$ cat src/rtl/addr_spi_pkg.sv
// Package: shared types and field positions for the addressed SPI memory.
// Assumes bytes of 8 bits and a device byte of {id[5:0], poll, rw}.
package addr_spi_pkg;
    localparam int BYTE_W   = 8;
    localparam int ID_W     = 6;
    localparam int POLL_BIT = 1;
    localparam int RW_BIT   = 0;

    typedef enum logic [2:0] {
        ST_IDLE,
        ST_DEV,
        ST_MADDR,
        ST_WDATA,
        ST_RDATA,
        ST_POLL,
        ST_SKIP
    } seq_state_t;
endpackage

$ cat src/rtl/addr_spi_sync.sv
// Module: brings SCK, CS_n and SI into the clk domain and marks edges.
// Assumes SCK half periods last several clk cycles; outputs are single-cycle strobes.
module addr_spi_sync #(
    parameter int SYNC_STAGES = 2
) (
    input  logic clk,
    input  logic rst_n,
    input  logic sck,
    input  logic cs_n,
    input  logic mosi,
    output logic sck_rise,
    output logic sck_fall,
    output logic cs_start,
    output logic cs_end,
    output logic cs_act,
    output logic mosi_s
);
    logic [SYNC_STAGES-1:0] sck_q, cs_q, mosi_q;
    logic sck_d, cs_d;

    // Synchronizer chains and the previous-value registers used for edge detection.
    always_ff @(posedge clk) begin
        if (!rst_n) begin
            sck_q <= '0;
            cs_q  <= '1;
            mosi_q <= '0;
            sck_d <= 1'b0;
            cs_d  <= 1'b1;
        end else begin
            sck_q <= {sck_q[SYNC_STAGES-2:0], sck};
            cs_q  <= {cs_q[SYNC_STAGES-2:0], cs_n};
            mosi_q <= {mosi_q[SYNC_STAGES-2:0], mosi};
            sck_d <= sck_q[SYNC_STAGES-1];
            cs_d  <= cs_q[SYNC_STAGES-1];
        end
    end

    // Edge strobes from the synchronized levels.
    always_comb begin
        sck_rise = sck_q[SYNC_STAGES-1] & ~sck_d;
        sck_fall = ~sck_q[SYNC_STAGES-1] & sck_d;
        cs_start = ~cs_q[SYNC_STAGES-1] & cs_d;
        cs_end   = cs_q[SYNC_STAGES-1] & ~cs_d;
        cs_act   = ~cs_q[SYNC_STAGES-1];
        mosi_s   = mosi_q[SYNC_STAGES-1];
    end
endmodule

$ cat src/rtl/addr_spi_seq.sv
// Module: transaction sequencer. Shifts bytes in and out, decodes the device
// byte, matches the identity, and walks read and write addresses.
// Assumes synchronized strobes from addr_spi_sync; a read uses storage data combinationally.
module addr_spi_seq
    import addr_spi_pkg::*;
#(
    parameter int ADDR_W = 6,
    parameter int PAGE_W = 3
) (
    input  logic                      clk,
    input  logic                      rst_n,
    input  logic                      sck_rise,
    input  logic                      sck_fall,
    input  logic                      cs_start,
    input  logic                      cs_end,
    input  logic                      cs_act,
    input  logic                      mosi_s,
    input  logic [ID_W-1:0]           strap_id,
    input  logic                      busy,
    input  logic [BYTE_W-1:0]         rd_data,
    output logic [ADDR_W-1:0]         rd_addr,
    output logic                      wr_en,
    output logic [PAGE_W-1:0]         wr_low,
    output logic [BYTE_W-1:0]         wr_data,
    output logic                      buf_clr,
    output logic                      commit,
    output logic [ADDR_W-PAGE_W-1:0]  page,
    output seq_state_t                state_o,
    output logic                      miso,
    output logic                      miso_oe
);
    seq_state_t        state;
    logic [BYTE_W-1:0] rx_sh, tx_sh;
    logic [2:0]        bit_cnt;
    logic [ADDR_W-1:0] cur_addr;
    logic              rd_mode, wrote;
    logic [BYTE_W-1:0] rx_next;
    logic [BYTE_W-1:0] status_byte;

    // Next received byte and the status byte returned by a poll.
    always_comb begin
        rx_next     = {rx_sh[BYTE_W-2:0], mosi_s};
        status_byte = {{(BYTE_W-1){1'b0}}, busy};
    end

    // Main sequencer: framing, byte decode, address walk and the output shifter.
    always_ff @(posedge clk) begin
        if (!rst_n) begin
            state    <= ST_IDLE;
            rx_sh    <= '0;
            tx_sh    <= '0;
            bit_cnt  <= '0;
            cur_addr <= '0;
            rd_mode  <= 1'b0;
            wrote    <= 1'b0;
            wr_en    <= 1'b0;
            wr_low   <= '0;
            wr_data  <= '0;
            buf_clr  <= 1'b0;
            commit   <= 1'b0;
        end else begin
            wr_en   <= 1'b0;
            buf_clr <= 1'b0;
            commit  <= 1'b0;
            if (cs_start) begin
                state   <= ST_DEV;
                bit_cnt <= '0;
                wrote   <= 1'b0;
                tx_sh   <= '0;
            end else if (cs_end) begin
                if (state == ST_WDATA && wrote && !busy)
                    commit <= 1'b1;
                state <= ST_IDLE;
            end else if (cs_act && sck_rise && state != ST_IDLE && state != ST_SKIP) begin
                rx_sh   <= rx_next;
                bit_cnt <= bit_cnt + 3'd1;
                if (bit_cnt == 3'd7) begin
                    case (state)
                        ST_DEV: begin
                            if (rx_next[BYTE_W-1:BYTE_W-ID_W] != strap_id)
                                state <= ST_SKIP;
                            else if (rx_next[POLL_BIT])
                                state <= ST_POLL;
                            else if (rx_next[RW_BIT]) begin
                                state   <= ST_MADDR;
                                rd_mode <= 1'b1;
                            end else if (busy)
                                state <= ST_SKIP;
                            else begin
                                state   <= ST_MADDR;
                                rd_mode <= 1'b0;
                            end
                        end
                        ST_MADDR: begin
                            cur_addr <= rx_next[ADDR_W-1:0];
                            if (rd_mode)
                                state <= ST_RDATA;
                            else begin
                                state   <= ST_WDATA;
                                buf_clr <= 1'b1;
                            end
                        end
                        ST_WDATA: begin
                            wr_en   <= 1'b1;
                            wr_low  <= cur_addr[PAGE_W-1:0];
                            wr_data <= rx_next;
                            cur_addr[PAGE_W-1:0] <= cur_addr[PAGE_W-1:0] + 1'b1;
                            wrote   <= 1'b1;
                        end
                        default: ;
                    endcase
                end
            end else if (cs_act && sck_fall && (state == ST_RDATA || state == ST_POLL)) begin
                if (bit_cnt == 3'd0) begin
                    if (state == ST_RDATA) begin
                        tx_sh    <= rd_data;
                        cur_addr <= cur_addr + 1'b1;
                    end else
                        tx_sh <= status_byte;
                end else
                    tx_sh <= {tx_sh[BYTE_W-2:0], 1'b0};
            end
        end
    end

    // Output view of the sequencer state.
    always_comb begin
        rd_addr = cur_addr;
        page    = cur_addr[ADDR_W-1:PAGE_W];
        state_o = state;
        miso    = tx_sh[BYTE_W-1];
        miso_oe = cs_act && (state == ST_RDATA || state == ST_POLL);
    end
endmodule

$ cat src/rtl/addr_spi_store.sv
// Module: register storage, page buffer and self-timed commit timer.
// Assumes writes to the buffer arrive only while no commit is in progress.
module addr_spi_store
    import addr_spi_pkg::*;
#(
    parameter int ADDR_W    = 6,
    parameter int PAGE_W    = 3,
    parameter int WC_CYCLES = 1000
) (
    input  logic                      clk,
    input  logic                      rst_n,
    input  logic                      wr_en,
    input  logic [PAGE_W-1:0]         wr_low,
    input  logic [BYTE_W-1:0]         wr_data,
    input  logic                      buf_clr,
    input  logic                      commit,
    input  logic [ADDR_W-PAGE_W-1:0]  commit_page,
    input  logic [ADDR_W-1:0]         rd_addr,
    output logic [BYTE_W-1:0]         rd_data,
    output logic                      busy
);
    localparam int DEPTH = 1 << ADDR_W;
    localparam int SLOTS = 1 << PAGE_W;
    localparam int CNT_W = $clog2(WC_CYCLES + 1);

    logic [BYTE_W-1:0]         mem [DEPTH];
    logic [BYTE_W-1:0]         pbuf [SLOTS];
    logic [SLOTS-1:0]          pmask;
    logic [ADDR_W-PAGE_W-1:0]  page_q;
    logic [CNT_W-1:0]          cnt;
    logic                      done;

    // One buffer slot per in-page offset, each with its own valid flag.
    for (genvar s = 0; s < SLOTS; s++) begin : g_slot
        // Capture a data byte addressed to this slot; clear the flag at a new write.
        always_ff @(posedge clk) begin
            if (!rst_n) begin
                pbuf[s]  <= '0;
                pmask[s] <= 1'b0;
            end else if (buf_clr) begin
                pmask[s] <= 1'b0;
            end else if (wr_en && wr_low == PAGE_W'(s)) begin
                pbuf[s]  <= wr_data;
                pmask[s] <= 1'b1;
            end
        end
    end

    assign done = busy && (cnt == '0);

    // Commit timer: counts the self-timed cycle and latches the target page.
    always_ff @(posedge clk) begin
        if (!rst_n) begin
            busy   <= 1'b0;
            cnt    <= '0;
            page_q <= '0;
        end else if (commit && !busy) begin
            busy   <= 1'b1;
            cnt    <= CNT_W'(WC_CYCLES - 1);
            page_q <= commit_page;
        end else if (done) begin
            busy <= 1'b0;
        end else if (busy) begin
            cnt <= cnt - 1'b1;
        end
    end

    // Storage array: copy the valid buffer slots at the end of a commit.
    always_ff @(posedge clk) begin
        if (!rst_n) begin
            for (int i = 0; i < DEPTH; i++) mem[i] <= '0;
        end else if (done) begin
            for (int k = 0; k < SLOTS; k++)
                if (pmask[k]) mem[{page_q, PAGE_W'(k)}] <= pbuf[k];
        end
    end

    // Combinational read port for the sequencer.
    assign rd_data = mem[rd_addr];
endmodule

$ cat src/rtl/addr_spi_mem.sv
// Module: top of the addressed SPI memory controller (SPI mode 0 slave).
// Assumes the SPI clock is at least 8x slower than clk.
module addr_spi_mem
    import addr_spi_pkg::*;
#(
    parameter int ADDR_W      = 6,
    parameter int PAGE_W      = 3,
    parameter int WC_CYCLES   = 1000,
    parameter int SYNC_STAGES = 2
) (
    input  logic            clk,
    input  logic            rst_n,
    input  logic [ID_W-1:0] strap_id,
    input  logic            spi_sck,
    input  logic            spi_cs_n,
    input  logic            spi_mosi,
    output logic            spi_miso,
    output logic            spi_miso_oe
);
    logic sck_rise, sck_fall, cs_start, cs_end, cs_act, mosi_s;
    logic wr_en, buf_clr, commit, busy;
    logic [PAGE_W-1:0]        wr_low;
    logic [BYTE_W-1:0]        wr_data, rd_data;
    logic [ADDR_W-1:0]        rd_addr;
    logic [ADDR_W-PAGE_W-1:0] page;
    seq_state_t               seq_state;

    addr_spi_sync #(.SYNC_STAGES(SYNC_STAGES)) i_sync (
        .clk(clk), .rst_n(rst_n), .sck(spi_sck), .cs_n(spi_cs_n), .mosi(spi_mosi),
        .sck_rise(sck_rise), .sck_fall(sck_fall), .cs_start(cs_start),
        .cs_end(cs_end), .cs_act(cs_act), .mosi_s(mosi_s)
    );

    addr_spi_seq #(.ADDR_W(ADDR_W), .PAGE_W(PAGE_W)) i_seq (
        .clk(clk), .rst_n(rst_n), .sck_rise(sck_rise), .sck_fall(sck_fall),
        .cs_start(cs_start), .cs_end(cs_end), .cs_act(cs_act), .mosi_s(mosi_s),
        .strap_id(strap_id), .busy(busy), .rd_data(rd_data), .rd_addr(rd_addr),
        .wr_en(wr_en), .wr_low(wr_low), .wr_data(wr_data), .buf_clr(buf_clr),
        .commit(commit), .page(page), .state_o(seq_state),
        .miso(spi_miso), .miso_oe(spi_miso_oe)
    );

    addr_spi_store #(.ADDR_W(ADDR_W), .PAGE_W(PAGE_W), .WC_CYCLES(WC_CYCLES)) i_store (
        .clk(clk), .rst_n(rst_n), .wr_en(wr_en), .wr_low(wr_low), .wr_data(wr_data),
        .buf_clr(buf_clr), .commit(commit), .commit_page(page), .rd_addr(rd_addr),
        .rd_data(rd_data), .busy(busy)
    );
endmodule

$ cat config.mk
export PLATFORM = sky130hd
export DESIGN_NAME = addr_spi_mem
export DESIGN_NICKNAME = d
export VERILOG_FILES = /design/src/rtl/addr_spi_pkg.sv /design/src/rtl/addr_spi_sync.sv /design/src/rtl/addr_spi_seq.sv /design/src/rtl/addr_spi_store.sv /design/src/rtl/addr_spi_mem.sv
export SDC_FILE = /design/constraint.sdc
export NUM_CORES = 1
export LEC_CHECK = 0
export ABC_CLOCK_PERIOD_IN_PS = 2700
export BUFFER_PORTS_ARGS = -buffer_cell sky130_fd_sc_hd__clkbuf_2
export CAP_MARGIN = 20
export CORE_MARGIN = 4
export CORE_UTILIZATION = 57
export DETAILED_ROUTE_END_ITERATION = 7
export GPL_TIMING_DRIVEN = 0
export PLACE_DENSITY = 0.76
export SETUP_SLACK_MARGIN = 0.05
export SYNTH_ARGS = -nofsm -noshare
export SYNTH_HDL_FRONTEND = slang
export SYNTH_SLANG_ARGS = --single-unit
export TNS_END_PERCENT = 50
$ cat constraint.sdc
create_clock -name clk -period 2.7 [get_ports clk]
set_clock_uncertainty 0.15 [all_clocks]
set_input_delay 0.27 -clock clk [delete_from_list [all_inputs] [get_ports clk]]
set_output_delay 0.27 -clock clk [all_outputs]
set_load 0.005 [all_outputs]
[Word-level counts from Yosys, hierarchy flattened]
Memory sizes are Yosys's and may differ from the RTL's.
Cells that the tools add are included.
Cells by class
  order comparisons: 0
  reductions and logical operators: 60
  add/sub/neg operators: 4
  eq/ne operators: 20
  div/mod/pow operators: 0
  bitwise gates (word level): 25
  $mul: 0
  shifts and indexed selects: 0
  mux-type cells: 126
Operators with widths (number)
  two-way mux 8 bit: 18
  two-way mux 1 bit: 84
  two-way mux 6 bit: 13
  OR reduction 8 bit: 8
  two-way mux 10 bit: 3
  == test 3 bit (second input constant): 7
  logical AND 1 bit: 18
  two-way mux 3 bit: 6
  AND reduction 7 bit: 2
  inverter 1 bit: 13
  == test 3 x 2 -> 1 bit (second input constant): 4
  one-hot mux 3 bit (2 select lines): 2
  AND reduction 3 bit: 4
  nonzero test 2 bit: 6
  logical NOT 10 bit: 1
  subtractor 10 x 1 -> 10 bit (second input constant): 1
  nonzero test 3 bit: 3
  inequality test 2 bit (second input constant): 4
  OR 1 bit: 8
  AND reduction 8 bit: 1
  adder 3 x 1 -> 3 bit (second input constant): 2
  adder 6 x 1 -> 6 bit (second input constant): 1
  == test 3 x 1 -> 1 bit (second input constant): 2
  logical NOT 3 bit: 2
  other kinds (14): 22
Word-level totals
  register bits after elaboration: 73
  bits of input ports: 11
  RAM bits: 576
  memory bits (read-only): 0
  bits in latches: 0
  memories: 2
Memory list
  i_store.mem: words 64, width 8, rd ports 1, clocked after memory_dff 0, wr ports 64, RTL line addr_spi_store.sv:26  | logic [BYTE_W-1:0] mem [DEPTH];
  i_store.pbuf: words 8, width 8, rd ports 8, clocked after memory_dff 0, wr ports 8, RTL line addr_spi_store.sv:27  | logic [BYTE_W-1:0] pbuf [SLOTS];

[Longest topological paths before layout]
  word-level depth: 9
  depth in mapped cells: 10

[Cells and area by module]
From an unflattened synthesis, not the netlist that was laid out.
Unflattened totals
  cell total of the unflattened synthesis: 2058
  area, all modules: 29295.6 um2
Modules (own cells, without submodules)
  addr_spi_store: instances 1, cells each 1783, area an instance 26937.1 um2
  addr_spi_seq: instances 1, cells each 254, area an instance 2119.5 um2
  addr_spi_sync: instances 1, cells each 21, area an instance 239.0 um2

[Worst setup path before layout]
Ideal clock, no wire load.
  kind: reg-to-reg
  start: register i_store.cnt[2]
  end: memory i_store.mem[0][0], enable pin
  slack: -0.132 ns
  path buffers: 1
  cell stages (with the launch flop): 7
  arrival time: 2.298 ns
  cell sequence: dfxtp_1 -> nor4_4 -> nand3_1 -> nor4_4 -> nand2_1 -> buf_4 -> o21ai_0
RTL lines
  from (decl): RTL line addr_spi_store.sv:30  | logic [CNT_W-1:0] cnt;
  from (signal assigned): RTL line addr_spi_store.sv:59  | cnt <= CNT_W'(WC_CYCLES - 1);
  from (signal assigned): RTL line addr_spi_store.sv:64  | cnt <= cnt - 1'b1;
  to (decl): RTL line addr_spi_store.sv:26

[Worst setup path in the final report]
  start: register i_seq.cur_addr[1] (netlist: i_seq.rd_addr[1])
  end: register i_seq.tx_sh[5]
Between the ends
  word-level cells in the longest chain between the ends: 3
Ends and longest elaborated chain
  from (decl): RTL line addr_spi_seq.sv:35  | logic [ADDR_W-1:0] cur_addr;
  from (signal assigned): RTL line addr_spi_seq.sv:95  | cur_addr <= rx_next[ADDR_W-1:0];
  from (signal, indexed assignment): RTL line addr_spi_seq.sv:107  | cur_addr[PAGE_W-1:0] <= cur_addr[PAGE_W-1:0] + 1'b1;
  from (signal assigned): RTL line addr_spi_seq.sv:117  | cur_addr <= cur_addr + 1'b1;
  memory read (64 x 8 bit)
  two-way mux 8 bit: RTL line addr_spi_seq.sv:115  | if (state == ST_RDATA) begin
  two-way mux 8 bit: RTL line addr_spi_seq.sv:114  | if (bit_cnt == 3'd0) begin
  to (signal assigned): RTL line addr_spi_seq.sv:116  | tx_sh <= rd_data;
  to (signal assigned): RTL line addr_spi_seq.sv:119  | tx_sh <= status_byte;
  to (signal assigned): RTL line addr_spi_seq.sv:121  | tx_sh <= {tx_sh[BYTE_W-2:0], 1'b0};
  to (decl): RTL line addr_spi_seq.sv:33  | logic [BYTE_W-1:0] rx_sh, tx_sh;
No other way between the ends.
A chain may end at the register's enable or synchronous reset.

==> impl_metrics.yaml <==
synth:
  synth_ff_type: "edfxtp_1"
  async_flop_share: 0
  synth_area_leaders: "edfxtp_1 59%, and2_1 12%, mux2i_1 6.4%, dfxtp_1 5.0%, mux4_2 4.1%"
  synth_nets: 2198
  yosys.cell_types.count: 54
  synth_top_cell_area_share: 0.587
  syn_area_um2: 29500
  yosysWarnings: 0
  yosysTopAreaCell: "edfxtp_1"
  avgSynthCellArea_um2: 13.5
  ys_ff_latch: 649
  synth.yosys.seq_area_share: 0.636
  synth_edf_count: 576
  syn_inst: 2180
cts:
  htreeDepth: 3
  cts_inserted_buffers: 67
  clk_path_buf_depth: 3
  path_clk_slew_ns: 0.06
  cts_tree: "done"
  root_buffer: "clkbuf_16"
  clk_latency_ns: 0.62
  cts.sinks: 649
routing:
  drt_iter0_drc: 2719
  viasPerCell: 6.47
  drt-pass1-iter-count: 6
  route.detailed.drc: 0
  totalWireLength_um: 93100
  ant_nets: 0
  wl_per_cell_um: 30.5
  vias: 19725
global_routing:
  grt_overflow_total: 0
  grt_max_degree: 15
  grtUsageTotal: 0.330
  antenna_found_initial: 7
  grt_pass1_vias: 19463
  grt_pass1_wl_um: 132000
critical_path:
  path_buf_inv: 2
  cp_max_fo: 10
  setup.worst_path.end_class: "flip-flop"
  crit_type: "reg2reg"
  worst_path_dominant_cell_family: "compound AO/OA/AOI/OAI gates"
  critical_path.startpoint_type: "flip-flop"
  critPathMaxStageDelay_ns: 0.43
  crit_path_cell_trace: "clkbuf_4 -> buf_4 -> mux2i_2 -> a22oi_1 -> a31oi_2 -> a21oi_1 -> o2111ai_1 -> a311oi_1"
  required_ns: 3.01
  crit_arrival_ns: 3.00
  critical-path-slowest-cell: "dfxtp_1"
sta:
  hold_viol: 0
  fmax_mhz: 372
  slew_headroom: 0.0563
  tns_ns: 0
  setup_violations: 0
  final_max_slew_viol_count: 0
  worstMarginPinSlew_ns: 1.42
  rsz0062_at_grt: "yes"
  timing.final.crit_share: 0.997
  layout_min_cycle_time_ns: 2.69
floorplan:
  die_w_um: 235
  initial_utilization: 0.575
  core_area_um2: 51300
  die_area_um2: 55400
  dieHeight_um: 235
  ios: 13
  rows: 83
place:
  hpwl_um: 66800
  io_buffers: 12
  gp_congestion: 1.04
  placed_cells: 2899
cells_and_area:
  layout_commonest_cell: "and2_1"
  layout-drive-gt1-share: 0.172
  final_cells: 3049
  final_cell_mix: "584 x and2_1, 576 x edfxtp_1, 180 x mux2i_1, 94 x nor2_1, 72 x dfxtp_1"
  area_growth_pct: 15.3
  nFillCells: 3599
  final_util: 0.663
  layout.nets: 2324
flow_run:
  cap_viol_max_count: 0
power_and_ir_drop:
  p_total_w: 0.0216
  power_density_nw_per_um2: 635
  p_leak_nw: 11.5
  max-vdd-ir-drop_mv: 0.487
hold_path:
  hold_path_class: "in2reg"
status:
  outcome: "completed"
[cells in the mapped netlist, types with 2 or more instances]
cell / instances
mux2i_1: 189
edfxtp_1: 576
a311oi_1: 8
or3_1: 3
nor4b_1: 7
dfxtp_1: 73
nor2_1: 96
o22ai_1: 10
a31oi_1: 10
buf_4: 10
xnor2_1: 4
nor4_1: 4
ha_1: 7
a211oi_1: 6
nand2b_1: 11
nand2_1: 73
o2111ai_1: 9
buf_1: 6
or3b_2: 2
nand4_1: 4
and2_1: 584
buf_2: 30
a21oi_1: 43
or2_2: 5
inv_1: 14
nor2b_1: 13
o21ai_0: 96
nand3_1: 34
mux4_2: 54
nor3b_1: 5
nor3_1: 13
nor2_4: 16
xor2_1: 7
o211ai_1: 2
nor4_4: 2
buf_6: 2
o31ai_1: 2
a22oi_1: 72
nand3b_1: 6
clkbuf_1: 50
a21o_1: 9
[worst min-delay path, delay by kind of cell]
| family | cells | cell delay (ns) |
|---|---|---|
| and+or+nand+nor | 2 | 0.43 |
| buffers and inverters | 1 | 0.13 |
[final cells by class]
type	instances	area [µm²]	share of cell area
clock inverter	34	348	0.0102
antenna	8	20.0	0.000589
multi-input combinational	1418	11100	0.325
sequential	649	18800	0.552
tap	680	851	0.0250
clock buffer	90	1820	0.0534
inverter	15	56.3	0.00166
timing repair buffer	59	433	0.0127
buffer	96	676	0.0199
[stage by stage]
stage	setup slack [ns]	hold WS, ns	cell area (µm²)
2_1_floorplan	-0.132	0.221	29500
3_3_place_gp	-1.19	0.245	30400
3_5_place_dp	-1.22	0.256	30600
4_1_cts	0.0316	0.0605	33400
5_1_grt	0.0190	0.130	34000
6_report	0.00886	0.117	34000
[state kept, by name, indices dropped and copies added, names as in the netlist, 2 cells and up]
signal / flops
i_seq.bit_cnt: 3
i_store.pbuf: 64
i_sync.sck_q: 2
i_store.pmask: 8
i_sync.mosi_q: 2
i_sync.cs_q: 2
i_seq.tx_sh: 8
i_seq.rd_addr: 6
i_store.page_q: 3
i_store.cnt: 10
i_seq.rx_sh: 7
i_seq.wr_low: 3
i_seq.wr_data: 8
i_store.mem: 512
i_seq.state_o: 3
[what timing repair did]
action,4_1_cts,5_1_grt
hold buffers,3,0
gates cloned,0,0
resized for setup,217,117
setup buffers,3,6
pin swaps,4,5
setup endpoints to repair,1036,369
endpoints found under the hold margin,3,0
[routing by layer]
metal  part of all wire  global-route usage
met2               0.46               0.518
met4              0.067               0.192
met3               0.12              0.0670
met1               0.35               0.433
met5           0.000097                   0
[report_power, final]
group          internal (W)  switching [W]
Clock               0.00534        0.00392
Sequential           0.0113       0.000313
Combinational      0.000226       0.000464
Total                0.0169        0.00470
[kinds of logic (layout without fill, tap and decap cells)]
| kind of cell | count (synthesis) | count (layout) | share of synthesized area |
|---|---|---|---|
| AND/OR/NAND/NOR | 881 | 881 | 0.176 |
| flip-flops | 649 | 649 | 0.636 |
| AO/OA/AOI/OAI | 275 | 275 | 0.0584 |
| multiplexers | 244 | 244 | 0.106 |
| buffers and inverters | 113 | 294 | 0.0174 |
| XOR/XNOR | 11 | 11 | 0.00327 |
| adder cells (fa/ha/maj) | 7 | 7 | 0.00297 |
| other | 0 | 8 | 0 |
[worst paths after layout]
path                            cells past startpoint               end  slack [ns]             start
worst min register to register                      1    i_sync.cs_q[1]        0.27    i_sync.cs_q[0]
worst min-delay path                                3  i_seq.bit_cnt[2]        0.12             rst_n
worst max register to register                      8    i_seq.tx_sh[5]       0.009  i_seq.rd_addr[1]
worst max-delay path                                8    i_seq.tx_sh[5]       0.009  i_seq.rd_addr[1]
Note: power is estimated with default switching activity, not from simulation.
